[src/rtl/smb_pkg.sv]
package smb_pkg;
    typedef enum logic [2:0] {
        ST_IDLE,
        ST_ADDR,
        ST_ADDR_ACK,
        ST_WR,
        ST_WR_ACK,
        ST_RD,
        ST_RD_ACK,
        ST_HOLD
    } smb_state_t;
endpackage

[src/rtl/smb_line_sync.sv]
module smb_line_sync (
    input  logic clk,
    input  logic rst_n,
    input  logic scl_in,
    input  logic sda_in,
    output logic scl_s,
    output logic sda_s,
    output logic scl_rise,
    output logic scl_fall,
    output logic start_ev,
    output logic stop_ev
);
    logic scl_m, sda_m, scl_p, sda_p;

    always_ff @(posedge clk or negedge rst_n) begin
        if (!rst_n) begin
            scl_m <= 1'b1;
            sda_m <= 1'b1;
            scl_s <= 1'b1;
            sda_s <= 1'b1;
            scl_p <= 1'b1;
            sda_p <= 1'b1;
        end else begin
            scl_m <= scl_in;
            sda_m <= sda_in;
            scl_s <= scl_m;
            sda_s <= sda_m;
            scl_p <= scl_s;
            sda_p <= sda_s;
        end
    end

    assign scl_rise = scl_s & ~scl_p;
    assign scl_fall = ~scl_s & scl_p;
    assign start_ev = scl_s & scl_p & sda_p & ~sda_s;
    assign stop_ev  = scl_s & scl_p & ~sda_p & sda_s;
endmodule

[src/rtl/smb_regbank.sv]
module smb_regbank #(
    parameter int         NREGS     = 16,
    parameter logic [7:0] INIT_SEED = 8'h40,
    localparam int        IW        = $clog2(NREGS)
) (
    input  logic          clk,
    input  logic          rst_n,
    input  logic          we,
    input  logic [IW-1:0] widx,
    input  logic [7:0]    wdata,
    input  logic [IW-1:0] ridx,
    output logic [7:0]    rdata
);
    logic [7:0] mem [NREGS];

    for (genvar gi = 0; gi < NREGS; gi++) begin : g_reg
        always_ff @(posedge clk or negedge rst_n) begin
            if (!rst_n)
                mem[gi] <= 8'(INIT_SEED + gi);
            else if (we && widx == IW'(gi))
                mem[gi] <= wdata;
        end
    end

    assign rdata = mem[ridx];
endmodule

[src/rtl/smb_reg_target.sv]
module smb_reg_target #(
    parameter logic [6:0] OWN_ADDR  = 7'h3A,
    parameter int         NREGS     = 16,
    parameter logic [7:0] INIT_SEED = 8'h40,
    parameter int         BLK_LEN   = 4,
    parameter int         MAX_BLK   = 32
) (
    input  logic clk,
    input  logic rst_n,
    input  logic scl_in,
    input  logic sda_in,
    output logic sda_pull
);
    import smb_pkg::*;

    localparam int         IW      = $clog2(NREGS);
    localparam int         CW      = $clog2(MAX_BLK + 1);
    localparam logic [3:0] LAST_RX = 4'd8;
    localparam logic [3:0] LAST_TX = 4'd7;
    localparam logic [7:0] CAP8    = 8'(MAX_BLK);
    localparam logic [7:0] CNT8    = 8'(BLK_LEN);

    logic scl_s, sda_s, scl_rise, scl_fall, start_ev, stop_ev;
    smb_state_t st, st_nx;
    logic [3:0]    cnt;
    logic [7:0]    sh;
    logic          rw_q, acked, rd_first;
    logic          cmd_blk, got_cmd, got_cnt;
    logic [IW-1:0] cmd_idx, ptr;
    logic [CW-1:0] blk_left;
    logic [7:0]    rd_data;
    logic          wr_en, rx_done, match;

    smb_line_sync u_sync (
        .clk(clk), .rst_n(rst_n), .scl_in(scl_in), .sda_in(sda_in),
        .scl_s(scl_s), .sda_s(sda_s), .scl_rise(scl_rise), .scl_fall(scl_fall),
        .start_ev(start_ev), .stop_ev(stop_ev)
    );

    smb_regbank #(.NREGS(NREGS), .INIT_SEED(INIT_SEED)) u_bank (
        .clk(clk), .rst_n(rst_n), .we(wr_en), .widx(ptr), .wdata(sh),
        .ridx(ptr), .rdata(rd_data)
    );

    assign rx_done = scl_fall && cnt == LAST_RX;
    assign match   = sh[7:1] == OWN_ADDR;
    assign wr_en   = st == ST_WR && rx_done && got_cmd &&
                     (!cmd_blk || (got_cnt && blk_left != '0));

    // state register
    always_ff @(posedge clk or negedge rst_n) begin
        if (!rst_n) st <= ST_IDLE;
        else        st <= st_nx;
    end

    // next-state logic
    always_comb begin
        st_nx = st;
        if (stop_ev)
            st_nx = ST_IDLE;
        else if (start_ev)
            st_nx = ST_ADDR;
        else begin
            unique case (st)
                ST_IDLE:     ;
                ST_ADDR:     if (rx_done) st_nx = match ? ST_ADDR_ACK : ST_HOLD;
                ST_ADDR_ACK: if (scl_fall) st_nx = rw_q ? ST_RD : ST_WR;
                ST_WR:       if (rx_done) st_nx = ST_WR_ACK;
                ST_WR_ACK:   if (scl_fall) st_nx = ST_WR;
                ST_RD:       if (scl_fall && cnt == LAST_TX) st_nx = ST_RD_ACK;
                ST_RD_ACK:   if (scl_fall) st_nx = acked ? ST_RD : ST_HOLD;
                ST_HOLD:     ;
            endcase
        end
    end

    // datapath: shifting, command pointer, block counting
    always_ff @(posedge clk or negedge rst_n) begin
        if (!rst_n) begin
            cnt      <= '0;
            sh       <= '0;
            rw_q     <= 1'b0;
            acked    <= 1'b0;
            rd_first <= 1'b0;
            cmd_blk  <= 1'b0;
            cmd_idx  <= '0;
            got_cmd  <= 1'b0;
            got_cnt  <= 1'b0;
            ptr      <= '0;
            blk_left <= '0;
        end else if (start_ev || stop_ev) begin
            cnt <= '0;
        end else begin
            unique case (st)
                ST_ADDR, ST_WR: begin
                    if (scl_rise && cnt != LAST_RX) begin
                        sh  <= {sh[6:0], sda_s};
                        cnt <= cnt + 4'd1;
                    end
                    if (rx_done) begin
                        cnt <= '0;
                        if (st == ST_ADDR) begin
                            if (match) begin
                                rw_q     <= sh[0];
                                ptr      <= cmd_idx;
                                rd_first <= 1'b1;
                                got_cmd  <= 1'b0;
                                got_cnt  <= 1'b0;
                            end
                        end else if (!got_cmd) begin
                            cmd_blk <= sh[7];
                            cmd_idx <= sh[IW-1:0];
                            ptr     <= sh[IW-1:0];
                            got_cmd <= 1'b1;
                        end else if (cmd_blk && !got_cnt) begin
                            blk_left <= (sh > CAP8) ? CW'(MAX_BLK) : CW'(sh);
                            got_cnt  <= 1'b1;
                        end else if (wr_en) begin
                            ptr <= ptr + 1'b1;
                            if (cmd_blk) blk_left <= blk_left - 1'b1;
                        end
                    end
                end
                ST_ADDR_ACK, ST_RD_ACK: begin
                    if (st == ST_RD_ACK && scl_rise) acked <= ~sda_s;
                    if (scl_fall && (st == ST_ADDR_ACK ? rw_q : acked)) begin
                        rd_first <= 1'b0;
                        if (rd_first && cmd_blk) sh <= CNT8;
                        else begin
                            sh  <= rd_data;
                            ptr <= ptr + 1'b1;
                        end
                    end
                end
                ST_RD: begin
                    if (scl_fall) begin
                        if (cnt == LAST_TX) cnt <= '0;
                        else begin
                            sh  <= {sh[6:0], 1'b0};
                            cnt <= cnt + 4'd1;
                        end
                    end
                end
                ST_IDLE, ST_WR_ACK, ST_HOLD: ;
            endcase
        end
    end

    // output logic
    always_comb begin
        unique case (st)
            ST_ADDR_ACK, ST_WR_ACK: sda_pull = 1'b1;
            ST_RD:                  sda_pull = ~sh[7];
            default:                sda_pull = 1'b0;
        endcase
    end
endmodule


[config.mk]
export PLATFORM = sky130hd
export DESIGN_NAME = smb_reg_target
export DESIGN_NICKNAME = d
export VERILOG_FILES = /design/src/rtl/smb_pkg.sv /design/src/rtl/smb_line_sync.sv /design/src/rtl/smb_regbank.sv /design/src/rtl/smb_reg_target.sv
export SDC_FILE = /design/constraint.sdc
export NUM_CORES = 1
export LEC_CHECK = 0
export ABC_AREA = 0
export BUFFER_PORTS_ARGS = -buffer_cell sky130_fd_sc_hd__buf_4
export CORE_ASPECT_RATIO = 1.2
export CORE_MARGIN = 8
export CORE_UTILIZATION = 50
export CTS_CLUSTER_DIAMETER = 100
export CTS_CLUSTER_SIZE = 16
export DETAILED_ROUTE_END_ITERATION = 10
export HOLD_SLACK_MARGIN = 0.05
export PLACE_DENSITY = 0.7
export SLEW_MARGIN = 5
export SYNTH_ARGS = -nofsm -noshare
export SYNTH_HDL_FRONTEND = slang
export SYNTH_SLANG_ARGS = --single-unit
[constraint.sdc]
create_clock -name clk -period 3.2 [get_ports clk]
set_clock_uncertainty 0.1 [all_clocks]
set_input_delay 0.32 -clock clk [delete_from_list [all_inputs] [get_ports clk]]
set_output_delay 0.32 -clock clk [all_outputs]
set_load 0.05 [all_outputs]
==> results <==
- The run finished with clean final reports.
- The arrival time of data at the critical path endpoint is 2.89 ns.
- The final number of hold-violating endpoints was 0.
- The first-iteration detailed-routing DRC count is 488.
- The slowest cell on the critical path is sky130_fd_sc_hd__nor2_2.
- The CTS H-tree depth is 4.
- The TritonCTS clock tree is built.
- The total routing resource utilization after global routing is 19.1%.
- The initial core utilization is 50.7%.
- The number of detailed-route iterations in the first pass is 5.
- The total power after layout is 6.73 mW.
- The fill cell instance count of the final layout is 1,320.
- The share of power burned in the clock network is 32.3%.
- Once detail routing completed, the nets flagged for antenna violations numbered 0.
- Sequential cells burn 38.6% of the power.
- Summing the sequential cell areas from Yosys gives 50.5% of the chip area.
- Net switching is 34.4% of the power.
- The critical register-to-register path startpoint is blk_left[0]$_DFFE_PN0P_.
- The static leakage is 4.15 nW.
- The final worst slack is 0.523 ns.
- Clock tree synthesis found a total of 169 sinks.
- Power spread over the standard cell area amounts to 714 nW/um2.
- The final layout contains routed wiring with a total length of 19,500 um.
- The area after detailed placement is 8780 um2.
- The clock reaches the later pin of the worst-skew pair after 0.43 ns.
- The first global-routing pass estimated 31,900 um of wire.
- Among all flip-flop cells after synthesis, the most frequent one is sky130_fd_sc_hd__dfrtp_1.
- The commonest non-fill, non-tap cell in the layout is sky130_fd_sc_hd__mux2_2.
- The net switching power figure is 2.32 mW.
- The standard-cell row count is 52.
- Of all nets on the critical path, the largest fanout is 8.
- The maximum vdd ir drop is 509 uV.
- After detailed routing, the number of remaining DRC violations is 0.
- Across the run, the number of max-cap violations was 0.
- Synthesis produced a netlist with a net count of 642.
- The final instance area is 9430 um2.
- Detailed routing inserted a total of 5,257 vias.
- The delay of the slowest critical-path stage is 0.50 ns.
- The clock-pin slew on the worst setup and hold paths is 0.06 ns.
- The worst setup path is captured at a flip-flop.
- The die width is 135 um.
- The final setup violation count is 0.
- Setup repair after global routing left no endpoint under its margin.
- In the final layout, the share of cells above drive strength 1 is 47.7%.
- The area used by multi-input combinational logic is 3950 um2.
- In the final timing run, aggregate negative setup slack is 0 ns.
- The critical path start-end classification is reg -> reg.
- After clock tree synthesis, the setup repair step added 0 buffers.
- The launching element of the worst setup path is blk_left[0]$_DFFE_PN0P_.
- Buffers placed on the I/O ports in this run total 4.
- The slew at the pin with the worst max-slew slack is 0.882 ns.
- STA classifies the critical path startpoint as a flip-flop.
- The area growth from synthesis to layout is 10.8%.
- The remaining max-slew budget at the tightest pin is 41.2%.
- The placed wire-length estimate is 12,900 um.
- The final critical path takes up 83.7% of the cycle.
- The average cell area after synthesis is 13.5 um2.
- The final antenna diode count is 0.
- The signal on the critical path passes through inv_1 > ha_1 > and4bb_1 > a211oi_4 > nand3_2 > nor2_2 > mux2_2.
- The final layout contains 641 nets.
- The maximum number of pins on one net before global-route repair is 63.
- The congestion estimate from routability-driven global placement came to 0.871.
- The initial antenna violation count came to 0.
- The number of vias per cell after detailed routing is 6.13.
- The die boundary height is 159 um.
- The share of total power in combinational logic is 29.0%.
- The number of buffers created by CTS is 17.
- The async set or reset register ratio after synthesis is 100%.
- The number of instances in the synthesized netlist is 630.
- The area of the core region is 16,800 um2.
- Yosys printed 0 warnings.
- The full die area is 21,500 um2.
- The maximum frequency from static timing analysis is 373 MHz.
- The minimum clock period is 2.68 ns.
- Counting both buffers and inverters, the worst setup path holds a total of 1.
- After synthesis the netlist holds a flip-flop and latch count of 169.
- The number of enable-type register cells in the synthesized netlist is 0.
- The top cell types in the final layout, fill and taps aside, are sky130_fd_sc_hd__mux2_2 (128), sky130_fd_sc_hd__dfrtp_1 (114), sky130_fd_sc_hd__dfstp_2 (54).
- Timing analysis after detailed placement gives a worst setup slack of 0.558 ns.
- After synthesis the cells add up to 8510 um2.
- The internal power of the cells totals 4.42 mW.
- The buffer depth of the longest clock path is 2.
- The cell at the root of the clock tree is sky130_fd_sc_hd__clkbuf_16.
- In this run the most critical hold path is launched from u_sync.sda_m$_DFF_PN1_.
- The via count of the first global-routing pass is 5,707.
- Cells fill 56.2% of the core in the end.
- The worst endpoint required time is 3.41 ns.
- The area used by sequential logic in the layout is 4300 um2.
- The number of top-level design ports is 5.
- The cell type group with the largest total delay on the critical path is simple AND/OR/NAND/NOR gates.
- The global route total overflow is 0.
- The worst hold path belongs to the class reg -> reg.
- Synthesis instantiated 72 different standard cells from the library.
- The detailed-route wire length per cell is 22.7 um.
- The max-slew violation count is 0.
==> final timing paths <==
| path | end | slack (ns) | cells after the start |
|---|---|---|---|
| worst max-delay path | u_bank.mem[5]$_DFFE_PN0P_ | 0.52 | 7 |
| worst min-delay path | u_sync.sda_s$_DFF_PN1_ | 0.26 | 0 |
| worst max register to register | u_bank.mem[5]$_DFFE_PN0P_ | 0.52 | 7 |
| worst min register to register | u_sync.sda_s$_DFF_PN1_ | 0.26 | 0 |
| max in group asynchronous | u_bank.mem[41]$_DFFE_PN1P_ | 1.77 | 3 |
| min in group asynchronous | st[2]$_DFFE_PN0P_ | 0.35 | 2 |
==> synthesized netlist by cell type, drive strengths merged, types with 2 or more instances <==
cell      n  area, um2
mux2    144       1680
a22oi    15        113
nand3b    5       41.3
ha        8        100
a21oi    11       58.8
o221ai    2       17.5
mux2i     7       70.1
a31o      2       17.5
nor2     34        173
nor3      7       51.3
inv      14       52.6
or2       4       25.0
o32ai     5       43.8
nand2    19       71.3
clkbuf   23       86.3
buf      22        125
nor2b     6       37.5
a211oi    4       47.5
a221oi    3       26.3
or3       2       12.5
and3b     2       17.5
nand4     2       12.5
a31oi     2       12.5
dfrtp   115       2880
nand2b   10       62.6
a22o      8       70.1
nor3b     2       15.0
o21ai    20        100
o22ai     2       12.5
o31ai     2       15.0
nand3    15        103
a221o     2       20.0
and2      2       12.5
mux4     31        698
xnor2     3       26.3
dfstp    54       1420
==> power groups by stage <==
stage | combinational (mW) | sequential [mW] | clock, mW
after floorplan | 1.53 | 2.45 | 0
after global placement | 1.90 | 2.61 | 0
after detailed placement | 1.93 | 2.62 | 0
after CTS | 1.94 | 2.59 | 2.20
after global routing | 2.10 | 2.63 | 2.30
final | 1.95 | 2.60 | 2.18
==> flip-flops by register name, summed over array words and instances (netlist names), 3 cells and up <==
register and flops:
u_bank.mem 128, sh 8, blk_left 6, cmd_idx 4, cnt 4, ptr 4
st 3
==> timing repair <==
item	in CTS	in global routing
hold endpoints to repair	51	0
hold buffers	3	0
endpoints found under the setup margin	0	0
gates resized for setup	0	0
==> per-stage QoR <==
stage | cells | hold WS, ns
floorplan | 630 | -0.0756
global placement | 823 | 0.242
detailed placement | 823 | 0.248
CTS | 858 | 0.259
global route | 858 | 0.260
finish | 858 | 0.257
==> layout make-up <==
type / instances / share of cell area, %
flip-flops and latches: 169 / 45.6
multi-input cells: 402 / 41.9
clock buffers: 21 / 4.78
well taps: 216 / 2.87
repair buffers: 25 / 2.51
clock inverters: 11 / 1.82
inverters: 14 / 0.557
==> kinds of logic (layout without fill, tap and decap cells) <==
group,Yosys count,count (layout),share of synthesized area (%)
muxes,182,182,28.8
buffers and inverters,59,71,3.10
xor gates and xnor gates,4,4,0.412
adders and majority gates,8,8,1.18
and+or+nand+nor,118,118,8.31
AOI/OAI and AO/OA,90,90,7.73
DFF,169,169,50.5
==> per-layer routing <==
| metal | GRT usage, % | vias up | part of all wire [%] |
|---|---|---|---|
| met5 | 0 | - | 0 |
| met4 | 9.26 | 0 | 2.8 |
| met3 | 3.69 | 34 | 3.9 |
| met2 | 32.0 | 132 | 52 |
| met1 | 22.8 | 2769 | 41 |
| li1 | - | 2322 | - |
(Power assumes the default switching activity.)
